==> src/rtl/pacc_pkg.sv <==
package pacc_pkg;

    localparam int PACC_CNT_W = 8;
    localparam int PACC_DIV   = 64;

    typedef enum logic [1:0] {
        SEL_CTRL  = 2'd0,
        SEL_COUNT = 2'd1,
        SEL_FLAGS = 2'd2,
        SEL_NONE  = 2'd3
    } wr_sel_e;

    typedef enum logic {
        MODE_EVENT = 1'b0,
        MODE_GATED = 1'b1
    } acc_mode_e;

    // bit 0 enable, bit 1 mode, bit 2 polarity, bit 3 wrap irq en, bit 4 edge irq en
    typedef struct packed {
        logic      edge_ie;
        logic      ovf_ie;
        logic      polarity;
        acc_mode_e mode;
        logic      enable;
    } acc_ctrl_t;

    localparam int CTRL_W = $bits(acc_ctrl_t);

    typedef struct packed {
        logic rise;
        logic fall;
        logic level;
    } pin_ev_t;

    // Edge selected by polarity: also the edge that ends the gated enabling level.
    function automatic logic sel_edge(pin_ev_t ev, logic polarity);
        return polarity ? ev.rise : ev.fall;
    endfunction

    // Enabling level in gated mode: high for polarity 0, low for polarity 1.
    function automatic logic gate_open(pin_ev_t ev, logic polarity);
        return ev.level ^ polarity;
    endfunction

endpackage

==> src/rtl/pacc_pin_sense.sv <==
module pacc_pin_sense
    import pacc_pkg::*;
(
    input  logic    clk,
    input  logic    rst,
    input  logic    pin_i,
    output pin_ev_t ev_o
);
    logic pin_d1;
    logic pin_d2;

    always_ff @(posedge clk) begin
        if (rst) begin
            pin_d1 <= 1'b0;
            pin_d2 <= 1'b0;
        end else begin
            pin_d1 <= pin_i;
            pin_d2 <= pin_d1;
        end
    end

    always_comb begin
        ev_o.rise  = pin_d1 & ~pin_d2;
        ev_o.fall  = ~pin_d1 & pin_d2;
        ev_o.level = pin_d1;
    end

    p_one_edge_r3: assert property (@(posedge clk) disable iff (rst)
        !(ev_o.rise && ev_o.fall));

endmodule

==> src/rtl/pacc_timebase.sv <==
module pacc_timebase #(
    parameter int DIV = 64
) (
    input  logic clk,
    input  logic rst,
    output logic tick_o
);
    localparam int TB_W = (DIV > 1) ? $clog2(DIV) : 1;
    localparam logic [TB_W-1:0] LAST = TB_W'(DIV - 1);

    logic [TB_W-1:0] phase_q;

    always_ff @(posedge clk) begin
        if (rst)                 phase_q <= '0;
        else if (phase_q == LAST) phase_q <= '0;
        else                     phase_q <= phase_q + TB_W'(1);
    end

    assign tick_o = (phase_q == LAST);

    generate
        if (DIV > 1) begin : g_gap
            p_tick_gap_r11: assert property (@(posedge clk) disable iff (rst)
                tick_o |=> !tick_o);
        end
    endgenerate

endmodule

==> src/rtl/pacc_counter.sv <==
module pacc_counter #(
    parameter int W = 8
) (
    input  logic         clk,
    input  logic         rst,
    input  logic         load_i,
    input  logic [W-1:0] load_val_i,
    input  logic         inc_i,
    output logic [W-1:0] cnt_o,
    output logic         wrap_o
);
    logic [W-1:0] cnt_q;

    always_ff @(posedge clk) begin
        if (rst)         cnt_q <= '0;
        else if (load_i) cnt_q <= load_val_i;
        else if (inc_i)  cnt_q <= cnt_q + W'(1);
    end

    assign cnt_o  = cnt_q;
    assign wrap_o = inc_i & ~load_i & (&cnt_q);

    p_load_wins_r10: assert property (@(posedge clk) disable iff (rst)
        load_i |=> cnt_q == $past(load_val_i));

    p_step_one_r4: assert property (@(posedge clk) disable iff (rst)
        (inc_i && !load_i) |=> cnt_q == $past(cnt_q) + W'(1));

    p_wrap_zero_r6: assert property (@(posedge clk) disable iff (rst)
        wrap_o |=> cnt_q == '0);

endmodule

==> src/rtl/pulse_accum.sv <==
module pulse_accum
    import pacc_pkg::*;
#(
    parameter int CNT_W = PACC_CNT_W,
    parameter int DIV   = PACC_DIV
) (
    input  logic             clk,
    input  logic             rst,
    input  logic             wr_en,
    input  logic [1:0]       wr_sel,
    input  logic [CNT_W-1:0] wr_data,
    input  logic             pin_i,
    output logic [CNT_W-1:0] count_o,
    output logic             ovf_flag_o,
    output logic             edge_flag_o,
    output logic             irq_o
);
    localparam int FLAG_OVF_BIT  = 0;
    localparam int FLAG_EDGE_BIT = 1;

    acc_ctrl_t ctrl_q;
    pin_ev_t   ev;
    logic      tick;
    logic      wr_ctrl, wr_count, wr_flags;
    logic      inc, wrap, edge_hit;
    logic      ovf_q, edge_q;
    logic      ovf_clr, edge_clr;

    pacc_pin_sense u_sense (
        .clk   (clk),
        .rst   (rst),
        .pin_i (pin_i),
        .ev_o  (ev)
    );

    pacc_timebase #(.DIV(DIV)) u_tb (
        .clk    (clk),
        .rst    (rst),
        .tick_o (tick)
    );

    always_comb begin
        wr_ctrl  = wr_en && (wr_sel_e'(wr_sel) == SEL_CTRL);
        wr_count = wr_en && (wr_sel_e'(wr_sel) == SEL_COUNT);
        wr_flags = wr_en && (wr_sel_e'(wr_sel) == SEL_FLAGS);
        ovf_clr  = wr_flags && wr_data[FLAG_OVF_BIT];
        edge_clr = wr_flags && wr_data[FLAG_EDGE_BIT];
        edge_hit = ctrl_q.enable && sel_edge(ev, ctrl_q.polarity);
        if (!ctrl_q.enable)
            inc = 1'b0;
        else if (ctrl_q.mode == MODE_EVENT)
            inc = sel_edge(ev, ctrl_q.polarity);
        else
            inc = tick && gate_open(ev, ctrl_q.polarity);
    end

    always_ff @(posedge clk) begin
        if (rst)          ctrl_q <= '0;
        else if (wr_ctrl) ctrl_q <= acc_ctrl_t'(wr_data[CTRL_W-1:0]);
    end

    pacc_counter #(.W(CNT_W)) u_cnt (
        .clk        (clk),
        .rst        (rst),
        .load_i     (wr_count),
        .load_val_i (wr_data),
        .inc_i      (inc),
        .cnt_o      (count_o),
        .wrap_o     (wrap)
    );

    // set has priority over a same-cycle clear
    always_ff @(posedge clk) begin
        if (rst) begin
            ovf_q  <= 1'b0;
            edge_q <= 1'b0;
        end else begin
            ovf_q  <= wrap     | (ovf_q  & ~ovf_clr);
            edge_q <= edge_hit | (edge_q & ~edge_clr);
        end
    end

    assign ovf_flag_o  = ovf_q;
    assign edge_flag_o = edge_q;
    assign irq_o       = (ovf_q & ctrl_q.ovf_ie) | (edge_q & ctrl_q.edge_ie);

    p_idle_hold_r2: assert property (@(posedge clk) disable iff (rst)
        (!ctrl_q.enable && !wr_count) |=> $stable(count_o));

    p_gate_freeze_r5: assert property (@(posedge clk) disable iff (rst)
        (ctrl_q.enable && ctrl_q.mode == MODE_GATED
         && !gate_open(ev, ctrl_q.polarity) && !wr_count) |=> $stable(count_o));

    p_wrap_flag_r6: assert property (@(posedge clk) disable iff (rst)
        wrap |=> ovf_flag_o);

    p_clear_ovf_r8: assert property (@(posedge clk) disable iff (rst)
        (ovf_clr && !wrap) |=> !ovf_flag_o);

    p_irq_quiet_r9: assert property (@(posedge clk) disable iff (rst)
        (!ovf_flag_o && !edge_flag_o) |-> !irq_o);

    p_edge_flag_r7: assert property (@(posedge clk) disable iff (rst)
        edge_hit |=> edge_flag_o);

endmodule

==> config.mk <==
export PLATFORM = sky130hd
export DESIGN_NAME = pulse_accum
export DESIGN_NICKNAME = d
export VERILOG_FILES = /design/src/rtl/pacc_pkg.sv /design/src/rtl/pacc_pin_sense.sv /design/src/rtl/pacc_timebase.sv /design/src/rtl/pacc_counter.sv /design/src/rtl/pulse_accum.sv
export SDC_FILE = /design/constraint.sdc
export NUM_CORES = 1
export LEC_CHECK = 0
export BUFFER_PORTS_ARGS = -buffer_cell sky130_fd_sc_hd__buf_4
export CORE_MARGIN = 2
export CORE_UTILIZATION = 35
export CTS_CLUSTER_DIAMETER = 60
export CTS_CLUSTER_SIZE = 12
export DETAILED_ROUTE_END_ITERATION = 16
export SETUP_SLACK_MARGIN = 0.2
export SLEW_MARGIN = 20
export SYNTH_ARGS = -nofsm -noshare
export SYNTH_HDL_FRONTEND = slang
export SYNTH_SLANG_ARGS = --single-unit
==> constraint.sdc <==
create_clock -name clk -period 2.4 [get_ports clk]
set_clock_uncertainty 0.1 [all_clocks]
set_input_delay 0.12 -clock clk [delete_from_list [all_inputs] [get_ports clk]]
set_output_delay 0.12 -clock clk [all_outputs]
set_load 0.01 [all_outputs]
Word-level counts from Yosys, hierarchy flattened:

Index checks and enable logic that the tools add are counted.

* bits in registers: 23
* logic and storage cells: 49

* add/sub/neg operators: 2
* equality and inequality tests: 3
* multiplexer cells: 5
* bitwise gates (word level): 17
* reductions and logical operators: 11

Operators by type and width (count)
* $mux 8: 2
* $add 8x1->8 const B: 1
* $and 1x1->1: 8
* $reduce_and 8->1: 1
* $logic_and 1x1->1: 7
* $add 6x1->6 const B: 1
* $eq 6x6->1 const B: 1
* $not 1->1: 5
* $mux 1: 3
* $or 1x1->1: 3
* $eq 2x1->1 const B: 1
* $eq 2x2->1 const B: 1
* $logic_not 2->1: 1
* $reduce_bool 2->1: 1
* $reduce_or 2->1: 1
* $xor 1x1->1: 1

Depth between registers and ports, before layout:

Gate-level depths: netlist (run 1).

* word-level depth: 8
* depth in mapped cells: 7

Hierarchy:

From an unflattened synthesis (run 1), not the netlist that was laid out.

* cell total of the unflattened synthesis: 124
* area total of the unflattened synthesis: 1144.8 um2

By module, submodules not included
* pacc_counter: instances 1, cells an instance 55, area an instance 456.7 um2, seq. area each 160.2 um2
* pulse_accum: instances 1, cells an instance 38, area an instance 377.9 um2, seq. area each 140.1 um2
* pacc_timebase: instances 1, cells an instance 24, area an instance 237.7 um2, seq. area each 120.1 um2
* pacc_pin_sense: instances 1, cells an instance 7, area an instance 72.6 um2, seq. area each 40.0 um2

Worst setup path before layout (run 1):

No wires, ideal clock.

* path kind: flip-flop to flip-flop
* start point: register u_tb.phase_q[0]
* end point: register u_cnt.cnt_q[2] (netlist: u_cnt.cnt_o[2])
* data arrival time: 1.686 ns
* required time: 2.212 ns
* slack: 0.526 ns
* stages on the path, launching flop included: 8
* buffers on the path: 1
* cell sequence: dfxtp_1 ha_1 nand2_1 or4_4 buf_6 nand2_1 a211oi_1 nor4_2

* word-level cells in the longest chain between the ends: 5

RTL lines
* start: declaration: line pacc_timebase.sv:11 `logic [TB_W-1:0] phase_q;`
* start signal: assignment: line pacc_timebase.sv:16 `else phase_q <= phase_q + TB_W'(1);`
* $eq 6x6->1: line pacc_timebase.sv:19 `assign tick_o = (phase_q == LAST);`
* $logic_and 1x1->1: line pulse_accum.sv:54 `inc = tick && gate_open(ev, ctrl_q.polarity);`
* $mux 1: line pulse_accum.sv:51 `else if (ctrl_q.mode == MODE_EVENT)`
* $mux 1: line pulse_accum.sv:49 `if (!ctrl_q.enable)`
* $reduce_bool 2->1 (no line)
* end signal: assignment: line pacc_counter.sv:16 `else if (load_i) cnt_q <= load_val_i;`
* end signal: assignment: line pacc_counter.sv:17 `else if (inc_i) cnt_q <= cnt_q + W'(1);`
* end: declaration: line pacc_counter.sv:12 `logic [W-1:0] cnt_q;`

Every way passes these cells.
A chain may end at the register's enable or synchronous reset.

Final worst setup path (run 1):

Same ends and word-level chain as after synthesis.

==> flow_summary.toml, run 1 <==
[status]
status = "finished clean"

[setup_path]
critPathLaunchType = "flop"
path_max_fanout = 7
crit_type = "reg -> reg"
reg2regPathDepth = 6
crit_cells = 6
critical_path_arrival_ps = 2130
crit_slowest_cell = "or4_4"
cpPeakStageDelay_ps = 620
worst_path_most_repeated_cell = "nand2_1"
required_ps = 2530
worstPathCellList = "ha_1 > nand2_1 > or4_4 > nand2_1 > a211oi_1 > nor4_2"
path_buf_inv = 0
path_delay_family = "simple AND/OR/NAND/NOR gates"
setup.worst_path.end_class = "flop"

[global_route]
grt_pass1_vias = 911
track_usage_pct = 14.1
grt_pass1_wl_microns = 3840
antenna_found_initial = 0
grt_max_degree = 23
overflow = 0

[synth]
avgSynthCellArea_sq_um = 9.23
ys_seq_area_share_pct = 41.2
syn_inst = 121
synth_area_sq_mm = 0.00112
synth_fp_nets = 137
synth_seq_cells = 23
ys_warn_count = 0
ys_types = 37

[clock_network]
ctsHtreeMaxLevel = 1
numCtsBuffers = 3
cts_root_buf = "clkbuf_4"
post_cts_buffers = 0
clock-sinks = 23
cts_buffer_depth = 2
cts_tree = "done"
clock_latency_ps = 300
path_clk_slew_ps = 130

[sta]
final_max_slew_viol_count = 0
hold_violations = 0
finalSetupTns_ps = 0
setup_ws_ps = 392
fmax_mhz = 498
period_share_pct = 83.7
min_period_ps = 2010
setup_viol = 0
grt_setup_unrepaired = "no"
worstMarginPinSlew_ps = 521
maxSlewHeadroom_pct = 65.1

[die]
die_h_microns = 60.5
start_util_pct = 36.6
fp-row-count = 20
core_area_sq_mm = 0.00305
ios = 25
die_w_microns = 60.5
dieArea_sq_mm = 0.00366

[detailed_routing]
viasPerCell = 4.89
final_antenna_net_count = 0
drt_iter0_markers = 15
wl_per_cell_microns = 12.0
drcViolationCount = 0
first_pass_iters = 4
via_count = 958
finalWirelength_microns = 2350

[placement]
finalWeightedCongestion = 0.714
dpl_cell_area_sq_mm = 0.00133
port_buffers = 24
pre_cts_ws_ps = 410
dp_hpwl_microns = 1700

[final_layout]
drive_gt1_share_pct = 25.7
utilization_pct = 47.0
num_antenna_cells = 0
ff_latch_area_sq_um = 460
n_fill_cell = 310
final_cell_area_sq_mm = 0.00143
nets = 169
multi_input_area_sq_um = 627
syn2layout_area_growth_pct = 28.3

[pwr]
power.density_mw_per_mm2 = 474
report.power.total_uw = 680
peakVddDrop_mv = 0.198
cellLeakagePower_nw = 0.550

[hold_path]
worstHoldPathCells = 3
hp-class = "in -> reg"

[run]
cap_violations = 0
worst paths after layout:
kind | endpoint | startpoint | slack (ps)
hold / removal | u_cnt.cnt_o[7]$_SDFFE_PP0P_ | wr_data[7] | 50
hold reg to reg | u_tb.phase_q[0]$_SDFF_PP0_ | u_tb.phase_q[0]$_SDFF_PP0_ | 360
setup / recovery | u_cnt.cnt_o[2]$_SDFFE_PP0P_ | u_tb.phase_q[0]$_SDFF_PP0_ | 390
setup reg to reg | u_cnt.cnt_o[2]$_SDFFE_PP0P_ | u_tb.phase_q[0]$_SDFF_PP0_ | 390
synth_stat cells:
cell / count / share of area [%]
dfxtp_1: 23 / 41
nor2_1: 20 / 6.7
nand2_1: 9 / 3.0
xnor2_1: 7 / 5.5
a211oi_1: 6 / 4.0
nand3_1: 6 / 2.7
mux2i_1: 5 / 4.5
a21oi_2: 4 / 3.1
clkbuf_1: 3 / 1.0
nor2b_1: 3 / 1.7
nor3b_1: 3 / 2.0
xor2_1: 3 / 2.4
a21oi_1: 2 / 0.90
ha_1: 2 / 2.2
nand4_1: 2 / 1.1
o21ai_0: 2 / 0.90
a21o_1: 1 / 0.67
a21oi_4: 1 / 1.5
a22o_1: 1 / 0.78
a311oi_1: 1 / 0.78
a31o_2: 1 / 0.78
and2_1: 1 / 0.56
and3_1: 1 / 0.56
and3b_1: 1 / 0.78
and4_1: 1 / 0.78
and4b_1: 1 / 0.90
buf_1: 1 / 0.34
buf_6: 1 / 1.0
inv_1: 1 / 0.34
nand4b_1: 1 / 0.78
nor3b_2: 1 / 1.1
nor4_2: 1 / 1.1
o21ai_4: 1 / 1.5
o21bai_1: 1 / 0.67
or2_2: 1 / 0.56
or3_1: 1 / 0.56
or4_4: 1 / 1.0
final cells by class:
type / count / share of cell area, %
tap: 44 / 3.84
clock inverter: 1 / 0.349
sequential: 23 / 32.1
clock buffer: 3 / 1.57
timing repair buffer: 32 / 18.2
multi-input combinational: 92 / 43.7
inverter: 1 / 0.262
cells by family (layout without fill, tap and decap cells):
group | Yosys count | count (layout) | share of synthesized area (%)
XOR/XNOR | 10 | 10 | 7.84
flip-flops | 23 | 23 | 41.2
adder cells (fa/ha/maj) | 2 | 2 | 2.24
buffers and inverters | 6 | 37 | 2.69
AO/OA/AOI/OAI | 21 | 21 | 15.6
AND/OR/NAND/NOR | 54 | 54 | 26.0
multiplexers | 5 | 5 | 4.48
registers in the layout, summed over array words and instances, names as in the netlist:
signal,count
u_cnt.cnt_o,8
ovf_flag_o,1
ctrl_q,5
edge_flag_o,1
u_sense.pin_d2,1
u_tb.phase_q,6
u_sense.pin_d1,1
power breakdown:
part           total (mW)  internal (mW)  switching [mW]  leakage, nW
registers           0.412          0.397          0.0149        0.188
logic              0.0917         0.0514          0.0403        0.345
clock network       0.176         0.0621           0.114       0.0177
total               0.680          0.511           0.169        0.550
tightest hold or removal path, cell delays in order:
cell and delay, ps:
buf_4 110, nor2_1 120, a211oi_1 60
per-layer routing:
layer / vias to the layer above / track usage (%) / wire length (microns)
li1: 487 / - / -
met1: 456 / 16.8 / 1090
met2: 11 / 24.1 / 1160
met3: 4 / 2.77 / 59
met4: 0 / 7.76 / 34
met5: - / 0 / 0
metrics by stage:
stage | hold WS, ps | cells
after CTS | 22.9 | 196
after global routing | 36.4 | 196
after floorplan | 148 | 121
final | 48.7 | 196
after global placement | 234 | 184
after detailed placement | 237 | 184
what timing repair did:
item	CTS	global route
hold buffers	8	0
hold endpoints to repair	8	0
gates resized for setup	0	0
cells in the final DEF, fill, tap and decap left out, types with 4 or more instances in the layout:
cell,n
nor2_1,20
buf_4,24
dlygate4sd3_1,8
a21oi_2,4
xnor2_1,7
mux2i_1,5
a211oi_1,6
nand2_1,9
nand3_1,6
dfxtp_1,23
Power figures use the tool's default switching activity.
==> run 2, diff against run 1 <==
- clock period: 2.4 -> 1.91 ns (I/O delays scaled with it)
==> run 2 against run 1 <==
Core utilization increased by 2.8 points. Cell count up 3.6%. Global-route usage about the same. Clock-buffer cell count is 1 higher. Register-to-register slack got worse by 250 ps. Cell area increased by 6.0%. Setup slack got worse by 250 ps.
==> flow_summary.toml, run 2 (same netlist as run 1, synthesis figures left out) <==
[sta]
fmax_mhz = 565
worstMarginPinSlew_ps = 599
setup_ws_ps = 139
finalSetupTns_ps = 0
setup_viol = 0
maxSlewHeadroom_pct = 59.9
final_max_slew_viol_count = 0
hold_violations = 0
min_period_ps = 1770
period_share_pct = 92.7
grt_setup_unrepaired = "yes"
fin_hold_ws_ps = 15.2

[pwr]
power.density_mw_per_mm2 = 573
peakVddDrop_mv = 0.411
report.power.total_uw = 871
cellLeakagePower_nw = 0.584

[final_layout]
final_cell_mix = "buf_4, nor2_1, dfxtp_1, dlygate4sd3_1"
largest_reg_flops = 8
nets = 176
layout_commonest_cell = "buf_4"
syn2layout_area_growth_pct = 36.1
num_antenna_cells = 0
utilization_pct = 49.8
final_cells = 203
final_cell_area_sq_mm = 0.00152
drive_gt1_share_pct = 30.8

[setup_path]
worstReg2RegEnd = "u_cnt.cnt_o[6]$_SDFFE_PP0P_"
critical_path_arrival_ps = 1910
path_delay_family = "simple AND/OR/NAND/NOR gates"
path_max_fanout = 7
cpPeakStageDelay_ps = 580
critPathLaunchType = "flop"
crit_cells = 6
crit_type = "reg -> reg"
reg2reg_from = "u_tb.phase_q[1]$_SDFF_PP0_"
reg2regPathDepth = 6
worstPathCellList = "ha_4 > nand2_2 > or4_4 > a21oi_4 > xnor2_1 > a211oi_1"
endpoint = "u_cnt.cnt_o[6]$_SDFFE_PP0P_"
r2r_slack_ps = 140
path_buf_inv = 0
crit_slowest_cell = "or4_4"
startpoint = "u_tb.phase_q[1]$_SDFF_PP0_"
required_ps = 2050
setup.worst_path.end_class = "flop"

[clock_network]
clock-sinks = 23
cts_tree = "done"
clock_latency_ps = 320
cts_root_buf = "clkbuf_4"
numCtsBuffers = 3
path_clk_slew_ps = 120
ctsHtreeMaxLevel = 1
cts_buffer_depth = 2

[hold_path]
hp-class = "in -> reg"

[detailed_routing]
via_count = 991
finalWirelength_microns = 2400
drcViolationCount = 0
drt_iter0_markers = 26
final_antenna_net_count = 0
wl_per_cell_microns = 11.8
first_pass_iters = 2
viasPerCell = 4.88

[die]
start_util_pct = 36.6
fp-row-count = 20
ios = 25
core_area_sq_mm = 0.00305
dieArea_sq_mm = 0.00366
die_w_microns = 60.5
die_h_microns = 60.5

[placement]
finalWeightedCongestion = 0.746
placed_cells = 185
port_buffers = 24
pre_cts_ws_ps = 142
dp_hpwl_microns = 1710
dpl_cell_area_sq_mm = 0.00136

[global_route]
overflow = 0
grt_max_degree = 23
grt_pass1_vias = 946
track_usage_pct = 14.2
grt_pass1_wl_microns = 3860
antenna_found_initial = 0

[status]
status = "finished clean"

[run]
cap_violations = 0
run 2: cell types whose count changed in the layout (fill, tap and decap cells not counted), sizes merged:
cell         previous run  this run
dlygate4sd3             8        10
clkinv                  1         0
buf                    24        29
clkbuf                  3         4
run 2: power breakdown:
part           switching (mW)  internal (mW)
clock network           0.145         0.0818
registers              0.0200          0.500
logic                  0.0519         0.0717
run 2: final cells by class:
cell class                 instances  area, sq um
inverter                           1         3.75
fill                             306         1530
tap                               44         55.1
timing repair buffer              39          322
sequential                        23          464
clock buffer                       4         26.3
multi-input combinational         92          649
run 2: timing repair:
item,CTS,global route
endpoints found under the setup margin,7,9
hold buffers,9,1
endpoints found under the hold margin,10,1
resized for setup,0,2
pin swaps,6,2
setup buffers,4,0
run 2: worst min-delay path by stage:
stage	startpoint	end	slack (ps)	cells after the start
6_report	wr_en	edge_flag_o$_SDFF_PP0_	20	4
2_1_floorplan	pin_i	u_sense.pin_d1$_SDFF_PP0_	120	1
3_3_place_gp	pin_i	u_sense.pin_d1$_SDFF_PP0_	220	2
5_1_grt	wr_en	edge_flag_o$_SDFF_PP0_	40	4
3_5_place_dp	pin_i	u_sense.pin_d1$_SDFF_PP0_	220	2
4_1_cts	rst	u_tb.phase_q[4]$_SDFF_PP0_	10	2
run 2: per-layer routing:
| layer | wire, microns | vias to the layer above | global-route usage (%) |
|---|---|---|---|
| met1 | 1080 | 466 | 15.6 |
| met2 | 1190 | 18 | 25.0 |
| met4 | 27 | 0 | 5.90 |
| li1 | - | 502 | - |
| met5 | 0 | - | 0 |
| met3 | 99 | 5 | 4.69 |
run 2: tightest hold or removal path: stages:
cell      delay (ps)
buf_4             90
nand4b_1          80
nand2_1           70
a21oi_1           60
==> run 3, diff against run 2 <==
- CELL_PAD_IN_SITES_DETAIL_PLACEMENT: not set -> 1
- CELL_PAD_IN_SITES_GLOBAL_PLACEMENT: not set -> 1
- CORE_MARGIN: 2 -> not set
- PLACE_DENSITY_LB_ADDON: not set -> 0.1
==> run 3 against run 2 <==
Critical path depth did not move. Via count rose by 1.7%. Clock power rose by 4%. Largest cell class unchanged.
==> flow_summary.toml, run 3 (same netlist as run 1, synthesis figures left out) <==
[status]
status = "finished clean"

[sta]
fin_hold_ws_ps = 13.4
final_max_slew_viol_count = 0
min_period_ps = 1830
hold_violations = 0
period_share_pct = 95.8
grt_setup_unrepaired = "yes"
setup_ws_ps = 80.0
worstMarginPinSlew_ps = 564
maxSlewHeadroom_pct = 62.2
fmax_mhz = 546
setup_viol = 0

[clock_network]
cts_buffer_depth = 2
path_clk_slew_ps = 140
cts_tree = "done"
clock_latency_ps = 320
ctsHtreeMaxLevel = 1
numCtsBuffers = 3
cts_root_buf = "clkbuf_4"
clock-sinks = 23

[pwr]
power.density_mw_per_mm2 = 576
peakVddDrop_mv = 0.300
report.power.total_uw = 888
cellLeakagePower_nw = 0.591

[setup_path]
endpoint = "u_cnt.cnt_o[6]$_SDFFE_PP0P_"
r2r_slack_ps = 80
path_max_fanout = 7
reg2regPathDepth = 6
setup.worst_path.end_class = "flop"
critical_path_arrival_ps = 1980
required_ps = 2060
cpPeakStageDelay_ps = 640
crit_slowest_cell = "or4_4"
reg2reg_from = "u_tb.phase_q[0]$_SDFF_PP0_"
crit_type = "reg -> reg"
startpoint = "u_tb.phase_q[0]$_SDFF_PP0_"
critPathLaunchType = "flop"
worstReg2RegEnd = "u_cnt.cnt_o[6]$_SDFFE_PP0P_"
worstPathCellList = "ha_4 > nand2_2 > or4_4 > a21oi_4 > xnor2_2 > a211oi_1"

[hold_path]
hp-class = "in -> reg"

[detailed_routing]
wl_per_cell_microns = 13.7
first_pass_iters = 4
final_antenna_net_count = 0
viasPerCell = 4.97
drt_iter0_markers = 30
via_count = 1008
drcViolationCount = 0
finalWirelength_microns = 2770

[global_route]
grt_pass1_wl_microns = 4610
track_usage_pct = 17.9
overflow = 0
antenna_found_initial = 0
grt_pass1_vias = 991
grt_max_degree = 23

[final_layout]
final_cell_mix = "buf_4, nor2_1, dfxtp_1, dlygate4sd3_1, nand2_1"
n_fill_cell = 354
nets = 176
final_cell_area_sq_mm = 0.00154
syn2layout_area_growth_pct = 38.0
utilization_pct = 50.5
drive_gt1_share_pct = 34.0
layout_commonest_cell = "buf_4"
num_antenna_cells = 0
largest_reg_flops = 8

[die]
dieArea_sq_mm = 0.00342
ios = 25
die_h_microns = 58.5
start_util_pct = 36.6
die_w_microns = 58.5
fp-row-count = 20
core_area_sq_mm = 0.00305

[placement]
pre_cts_ws_ps = 128
finalWeightedCongestion = 0.701
dp_hpwl_microns = 1970
dpl_cell_area_sq_mm = 0.00136
port_buffers = 24

[run]
cap_violations = 0
## run 3: layout make-up
| type | instances | area, sq um | area share (%) |
|---|---|---|---|
| Clock buffer | 3 | 22.5 | 1.46 |
| Clock inverter | 1 | 5.00 | 0.325 |
| Inverter | 1 | 3.75 | 0.244 |
| Multi-Input combinational cell | 92 | 676 | 43.8 |
| Sequential cell | 23 | 464 | 30.1 |
| Tap cell | 44 | 55.1 | 3.57 |
| Timing Repair Buffer | 39 | 315 | 20.5 |
## run 3: layer usage
| layer | track usage [%] | vias to the layer above | part of all wire [%] |
|---|---|---|---|
| met3 | 2.20 | 8 | 2.7 |
| met1 | 20.3 | 477 | 42 |
| met5 | 0 | - | 0 |
| li1 | - | 502 | - |
| met2 | 33.3 | 21 | 52 |
| met4 | 8.16 | 0 | 2.9 |
## run 3: through the flow
| stage | TNS, ps | cells |
|---|---|---|
| finish | 0 | 203 |
| global route | -38.3 | 203 |
| CTS | 0 | 201 |
| detailed placement | 0 | 185 |
| global placement | 0 | 185 |
| floorplan | 0 | 121 |
## run 3: what timing repair did
item | CTS | global route
endpoints found under the hold margin | 12 | 0
hold buffers | 9 | 0
buffers inserted | 3 | 2
endpoints found under the setup margin | 8 | 9
resized for setup | 1 | 4
pin swaps | 2 | 7
## run 3: worst min path at each step
stage | startpoint | to | slack (ps) | cells after the start
floorplan | pin_i | u_sense.pin_d1$_SDFF_PP0_ | 120 | 1
global placement | pin_i | u_sense.pin_d1$_SDFF_PP0_ | 220 | 2
detailed placement | pin_i | u_sense.pin_d1$_SDFF_PP0_ | 210 | 2
CTS | rst | ctrl_q[2]$_SDFFE_PP0P_ | 10 | 2
global route | rst | ctrl_q[1]$_SDFFE_PP0P_ | 30 | 2
finish | rst | u_cnt.cnt_o[1]$_SDFFE_PP0P_ | 10 | 2
## run 3: report_power, final
group / leakage [nW] / internal (mW) / total, mW / switching (mW)
Combinational: 0.385 / 0.0745 / 0.130 / 0.0553
Sequential: 0.189 / 0.500 / 0.522 / 0.0213
Clock: 0.0177 / 0.0785 / 0.237 / 0.158
## run 3: worst max-delay path: cells and delay by family, from the launching register on
family / cells / cell delay, ps
AOI/OAI and AO/OA: 2 / 390
DFF: 1 / 370
and+or+nand+nor: 2 / 690
adders and majority gates: 1 / 140
xor gates and xnor gates: 1 / 70
